$ cat src/rtl/act_pkg.sv
package act_pkg;

  typedef enum logic [1:0] {
    FN_RELU    = 2'b00,
    FN_LEAKY   = 2'b01,
    FN_SIGMOID = 2'b10,
    FN_TANH    = 2'b11
  } actFn_e;

  // strobes from control to datapath
  typedef struct packed {
    logic capture;
    logic flush;
  } actStrobe_t;

endpackage

$ cat src/rtl/pwl_act_ctrl.sv
module pwl_act_ctrl (
  input  logic                clk,
  input  logic                rst,
  input  logic                inValid,
  output act_pkg::actStrobe_t strobe,
  output logic                outValid
);

  always_comb begin
    strobe.flush   = rst;
    strobe.capture = inValid & ~rst;
  end

  always_ff @(posedge clk) begin
    if (rst) outValid <= 1'b0;
    else     outValid <= inValid;
  end

endmodule

$ cat src/rtl/pwl_sigmoid.sv
module pwl_sigmoid #(
  parameter int DATA_W = 32,
  parameter int FRAC_W = 16
) (
  input  logic signed [DATA_W-1:0] x,
  output logic signed [DATA_W-1:0] y
);

  localparam logic signed [DATA_W-1:0] ONE =
    {{(DATA_W-FRAC_W-1){1'b0}}, 1'b1, {FRAC_W{1'b0}}};
  localparam logic signed [DATA_W-1:0] HALF     = ONE >>> 1;
  localparam logic signed [DATA_W-1:0] QUARTER  = ONE >>> 2;
  localparam logic signed [DATA_W-1:0] EIGHTH   = ONE >>> 3;
  localparam logic signed [DATA_W-1:0] OFS_LOW  = QUARTER + EIGHTH;
  localparam logic signed [DATA_W-1:0] OFS_HIGH = HALF + EIGHTH;
  localparam logic signed [DATA_W-1:0] THREE    = ONE + (ONE <<< 1);
  localparam logic signed [DATA_W-1:0] NEG_ONE  = -ONE;
  localparam logic signed [DATA_W-1:0] NEG_THREE = -THREE;

  always_comb begin
    if (x < NEG_THREE)    y = '0;
    else if (x < NEG_ONE) y = (x >>> 3) + OFS_LOW;
    else if (x < ONE)     y = (x >>> 2) + HALF;
    else if (x < THREE)   y = (x >>> 3) + OFS_HIGH;
    else                  y = ONE;
  end

endmodule

$ cat src/rtl/pwl_tanh.sv
module pwl_tanh #(
  parameter int DATA_W = 32,
  parameter int FRAC_W = 16
) (
  input  logic signed [DATA_W-1:0] x,
  output logic signed [DATA_W-1:0] y
);

  localparam logic signed [DATA_W-1:0] ONE =
    {{(DATA_W-FRAC_W-1){1'b0}}, 1'b1, {FRAC_W{1'b0}}};
  localparam logic signed [DATA_W-1:0] TWO      = ONE <<< 1;
  localparam logic signed [DATA_W-1:0] HALF     = ONE >>> 1;
  localparam logic signed [DATA_W-1:0] QUARTER  = ONE >>> 2;
  localparam logic signed [DATA_W-1:0] NEG_ONE  = -ONE;
  localparam logic signed [DATA_W-1:0] NEG_TWO  = -TWO;
  localparam logic signed [DATA_W-1:0] NEG_HALF = -HALF;

  always_comb begin
    if (x < NEG_TWO)       y = NEG_ONE;
    else if (x < NEG_ONE)  y = (x >>> 2) - HALF;
    else if (x < NEG_HALF) y = (x >>> 1) - QUARTER;
    else if (x < HALF)     y = x;
    else if (x < ONE)      y = (x >>> 1) + QUARTER;
    else if (x < TWO)      y = (x >>> 2) + HALF;
    else                   y = ONE;
  end

endmodule

$ cat src/rtl/pwl_act_dp.sv
module pwl_act_dp #(
  parameter int DATA_W      = 32,
  parameter int FRAC_W      = 16,
  parameter int LEAKY_SHIFT = 3
) (
  input  logic                clk,
  input  act_pkg::actStrobe_t strobe,
  input  logic [1:0]          fnSel,
  input  logic [DATA_W-1:0]   dataIn,
  output logic [DATA_W-1:0]   dataOut
);
  import act_pkg::*;

  logic signed [DATA_W-1:0] xS;
  logic signed [DATA_W-1:0] reluVal, leakyVal, sigVal, tanhVal, nextVal;
  logic signed [DATA_W-1:0] resultQ;
  actFn_e                   fn;

  assign xS = $signed(dataIn);
  assign fn = actFn_e'(fnSel);

  assign reluVal  = (xS > 0) ? xS : '0;
  assign leakyVal = xS[DATA_W-1] ? (xS >>> LEAKY_SHIFT) : xS;

  pwl_sigmoid #(.DATA_W(DATA_W), .FRAC_W(FRAC_W)) sig_i (.x(xS), .y(sigVal));
  pwl_tanh    #(.DATA_W(DATA_W), .FRAC_W(FRAC_W)) tanh_i (.x(xS), .y(tanhVal));

  always_comb begin
    unique case (fn)
      FN_RELU:    nextVal = reluVal;
      FN_LEAKY:   nextVal = leakyVal;
      FN_SIGMOID: nextVal = sigVal;
      FN_TANH:    nextVal = tanhVal;
      default:    nextVal = reluVal;
    endcase
  end

  always_ff @(posedge clk) begin
    if (strobe.flush)        resultQ <= '0;
    else if (strobe.capture) resultQ <= nextVal;
  end

  assign dataOut = resultQ;

endmodule

$ cat src/rtl/pwl_act_unit.sv
module pwl_act_unit #(
  parameter int DATA_W      = 32,
  parameter int FRAC_W      = 16,
  parameter int LEAKY_SHIFT = 3
) (
  input  logic              clk,
  input  logic              rst,
  input  logic              inValid,
  input  logic [1:0]        fnSel,
  input  logic [DATA_W-1:0] dataIn,
  output logic              outValid,
  output logic [DATA_W-1:0] dataOut
);

  act_pkg::actStrobe_t strobe;

  pwl_act_ctrl ctrl_i (
    .clk      (clk),
    .rst      (rst),
    .inValid  (inValid),
    .strobe   (strobe),
    .outValid (outValid)
  );

  pwl_act_dp #(
    .DATA_W      (DATA_W),
    .FRAC_W      (FRAC_W),
    .LEAKY_SHIFT (LEAKY_SHIFT)
  ) dp_i (
    .clk     (clk),
    .strobe  (strobe),
    .fnSel   (fnSel),
    .dataIn  (dataIn),
    .dataOut (dataOut)
  );

endmodule

$ cat config.mk
export PLATFORM = sky130hd
export DESIGN_NAME = pwl_act_unit
export DESIGN_NICKNAME = d
export VERILOG_FILES = /design/src/rtl/act_pkg.sv /design/src/rtl/pwl_act_ctrl.sv /design/src/rtl/pwl_sigmoid.sv /design/src/rtl/pwl_tanh.sv /design/src/rtl/pwl_act_dp.sv /design/src/rtl/pwl_act_unit.sv
export SDC_FILE = /design/constraint.sdc
export NUM_CORES = 1
export LEC_CHECK = 0
export BUFFER_PORTS_ARGS = -buffer_cell sky130_fd_sc_hd__buf_2
export CAP_MARGIN = 15
export CORE_ASPECT_RATIO = 0.75
export CORE_MARGIN = 2
export CORE_UTILIZATION = 30
export CTS_BUF_LIST = sky130_fd_sc_hd__clkbuf_16
export CTS_CLUSTER_DIAMETER = 120
export DETAILED_ROUTE_END_ITERATION = 12
export GPL_TIMING_DRIVEN = 0
export SYNTH_ARGS = -nofsm -noshare
export SYNTH_HDL_FRONTEND = slang
export SYNTH_HIERARCHICAL = 1
export SYNTH_SLANG_ARGS = --single-unit
$ cat constraint.sdc
create_clock -name clk -period 3.4 [get_ports clk]
set_clock_uncertainty 0.05 [all_clocks]
set_input_delay 0.68 -clock clk [delete_from_list [all_inputs] [get_ports clk]]
set_output_delay 0.68 -clock clk [all_outputs]
set_load 0.03 [all_outputs]
==> key figures <==
Status
  – Run status: finished clean

Pwr
  – Pwr dens: ~300 nW/um^2
  – Net Sw Frac: around 33%
  – Worst-case vdd ir drop: roughly 0.18 mV
  – Sequential power share: 32.0%
  – Leakage Power: 1.80 nW
  – Design Power: 1.30 mW
  – P_sw: around 0.43 mW
  – Comb power frac: 27.6%
  – Cell Int Power: about 0.87 mW
  – Clock power frac: between 40% and 50%

Layout
  – Fillers: 1262
  – Post-Route Utilization: 37.1%
  – Final Instance Area: 4340 um^2
  – Area delta synth->final: 19.4%
  – Net count, final: 624
  – Share of layout cells above drive strength 1: about a fifth
  – # diodes: 0
  – Post-route insts no fill: between 700 and 800
  – Most frequent cells in the layout: buf_2 (78), nand2_1 (45), dfxtp_1 (33), o21ai_0 (33)
  – Most common cell after layout, fill and taps aside: buf_2

Route
  – Total Wirelength: 12800 um
  – Via Count: about 4200
  – DR WL/cell: around 17 um
  – Detailed Routing Iterations Pass 1: 7
  – Post-route DRC: 0
  – Iter 0 DRT Violations: 469
  – Via-to-Cell Ratio: 5.62
  – Antenna Nets Post-Route: 0

Die
  – Starting Density: 31.1%
  – Die height: approximately 100 um
  – I/O Pins: 70
  – Die area: roughly 13000 um^2
  – Rows: 34
  – Core region area: approximately 12000 um^2
  – Die W: around 130 um

Global route
  – Overflow left after global routing: 0
  – Largest net degree at the start of global routing: 16
  – Vias in the first global route: slightly below 4000
  – Initial antenna violation count: 0
  – First-pass GRT wire length: 20800 um
  – GRT Overall Usage: 19.5%

Synth
  – Multiplexer share of the synthesized area: less than 1%
  – Ys async rst share: 0%
  – Post-Syn Instances: 502
  – Number of synthesized flops with an enable pin: 0
  – Compound-cell area share of the yosys netlist: about a third
  – Synth warn: 6
  – Simple-gate share of the synthesized area: 32.8%
  – Ys flop type: dfxtp_1
  – Synthesized net count: about 550
  – Adder and majority cell fraction of the synthesized area: approximately 3.4%
  – Avg Inst Size Synth: a little over 7 um^2
  – Register area share after synthesis: 18.2%
  – Largest family of logic cells by synthesized area: simple AND/OR/NAND/NOR gates
  – XOR/XNOR Fraction of Synth Area: 2.41%
  – Yosys cell types: a little over 60
  – Synthesized cell area: 3630 um^2
  – Yosys reg bits: 33

Place
  – Global placer's final weighted congestion: approximately 0.95
  – Cell Area, Placed: ~4200 um^2
  – Post-place setup slack: about 0.26 ns
  – Port-buffer cells: 68
  – Inst Count DP: ~730
  – Detail Placement HPWL: 9670 um

Clocking
  – Hold_buf cts: 0
  – CTS resizes: 0
  – Clock tree sinks: 33
  – Post CTS Setup Buffer Count: 0
  – H-tree depth: 2
  – CTS clk-pin slew, worst paths: roughly 0.06 ns
  – CTS tree: done
  – Clk buf depth: 2
  – TritonCTS Buffers: 5
  – CTS root buffer: clkbuf_16
  – Worst skew pair latency: approximately 0.28 ns

Timing
  – Slew Limit Fails: 0
  – Max-slew headroom: 25.2%
  – Final Hold Vio Count: 0
  – Crit path time final: between 2 and 3 ns
  – Final worst slack: between 0.4 and 0.5 ns
  – Setup tns final: 0 ns
  – Worst Tran Pin Value: 1.11 ns
  – Final Setup Violations: 0
  – Final period util: a little under nine tenths
  – Upper clock frequency limit: 345 MHz
  – Min Hold Slack: 0.423 ns
  – RSZ-0062 raised after global routing: false

Critical path
  – CP Capture Point: dp_i/dataOut[9]
  – Worst Setup Start Kind: input pin
  – Worst Path Arrival: 3.06 ns
  – Critical Path Fanout Max: 10
  – Crit path kind: in -> reg
  – Worst Setup End Kind: register
  – Worst Setup SP: dataIn[19]
  – Worst R2R Path Depth: 2
  – Reg2reg start: dp_i/dataOut[29]
  – Reg2reg setup slack: 2.66 ns
  – R2R Path End: dp_i/dataOut[29]
  – CP Data Required Time: ~3.6 ns

Worst hold path
  – Worst min-delay path class: reg -> reg

Run
  – # Max-Cap Violations: 0
[registers in the layout (all words and copies together), names as in the netlist]
name	flops
dp_i/dataOut	32
ctrl_i/outValid	1
[worst min path at each step]
stage / from / end / cells after the start
after floorplan: dp_i/dataOut[23] / dp_i/dataOut[23] / 2
after global placement: dp_i/dataOut[5] / dp_i/dataOut[5] / 2
after detailed placement: dp_i/dataOut[5] / dp_i/dataOut[5] / 2
after CTS: dp_i/dataOut[5] / dp_i/dataOut[5] / 2
after global routing: dp_i/dataOut[11] / dp_i/dataOut[11] / 2
final: dp_i/dataOut[9] / dp_i/dataOut[9] / 2
[cell families after synthesis]
kind of cell / Yosys count
compound gates: 165
xor+xnor: 10
fa+ha+maj: 10
buf+inv: 76
flops: 33
mux: 3
simple gates: 205
[power groups by stage]
stage	Combinational [mW]	Clock (mW)	Sequential, mW
2_1_floorplan	0.184	0	0.460
3_3_place_gp	0.348	0	0.423
3_5_place_dp	0.351	0	0.423
4_1_cts	0.353	0.534	0.415
5_1_grt	0.391	0.554	0.417
6_report	0.357	0.525	0.415
[worst max-delay path, cell delays in order]
cell	delay, ns
buf_2	0.17
buf_6	0.15
or4_4	0.44
nor4_4	0.43
nand2_1	0.22
o21ai_2	0.19
buf_4	0.23
a222oi_1	0.11
inv_1	0.07
nand2b_1	0.09
o211ai_1	0.10
a31oi_1	0.16
[per-layer routing]
| metal | global-route usage [%] | part of all wire, % |
|---|---|---|
| met1 | 29.0 | 50 |
| met2 | 28.4 | 40 |
| met3 | 4.99 | 8.8 |
| met4 | 3.18 | 0.62 |
| met5 | 0 | 0 |
[synth_stat cells (8+ instances only)]
master	count	share of area, %
a22o_1	14	3.4
a22oi_1	8	1.7
a31oi_1	27	4.6
and3_1	27	4.6
buf_2	10	1.4
clkbuf_1	32	3.3
dfxtp_1	33	18
ha_1	10	3.4
inv_1	19	2.0
nand2_1	45	4.6
nand2b_1	27	4.6
nand3_1	10	1.4
nor2_1	19	2.0
nor2b_1	32	5.5
o211ai_1	28	5.8
o21ai_0	33	4.5
o21ai_1	12	1.7
[area by class of cell]
type,count,area [um^2],share of cell area [%]
plain buffers,56,309,7.12
clock buffers,5,125,2.88
clock inverters,3,37.5,0.865
inverters,20,75.1,1.73
multi-input cells,393,2590,59.7
flip-flops and latches,33,661,15.2
well taps,162,203,4.67
repair buffers,68,340,7.84
No activity file was read; power rests on OpenSTA's default activity.
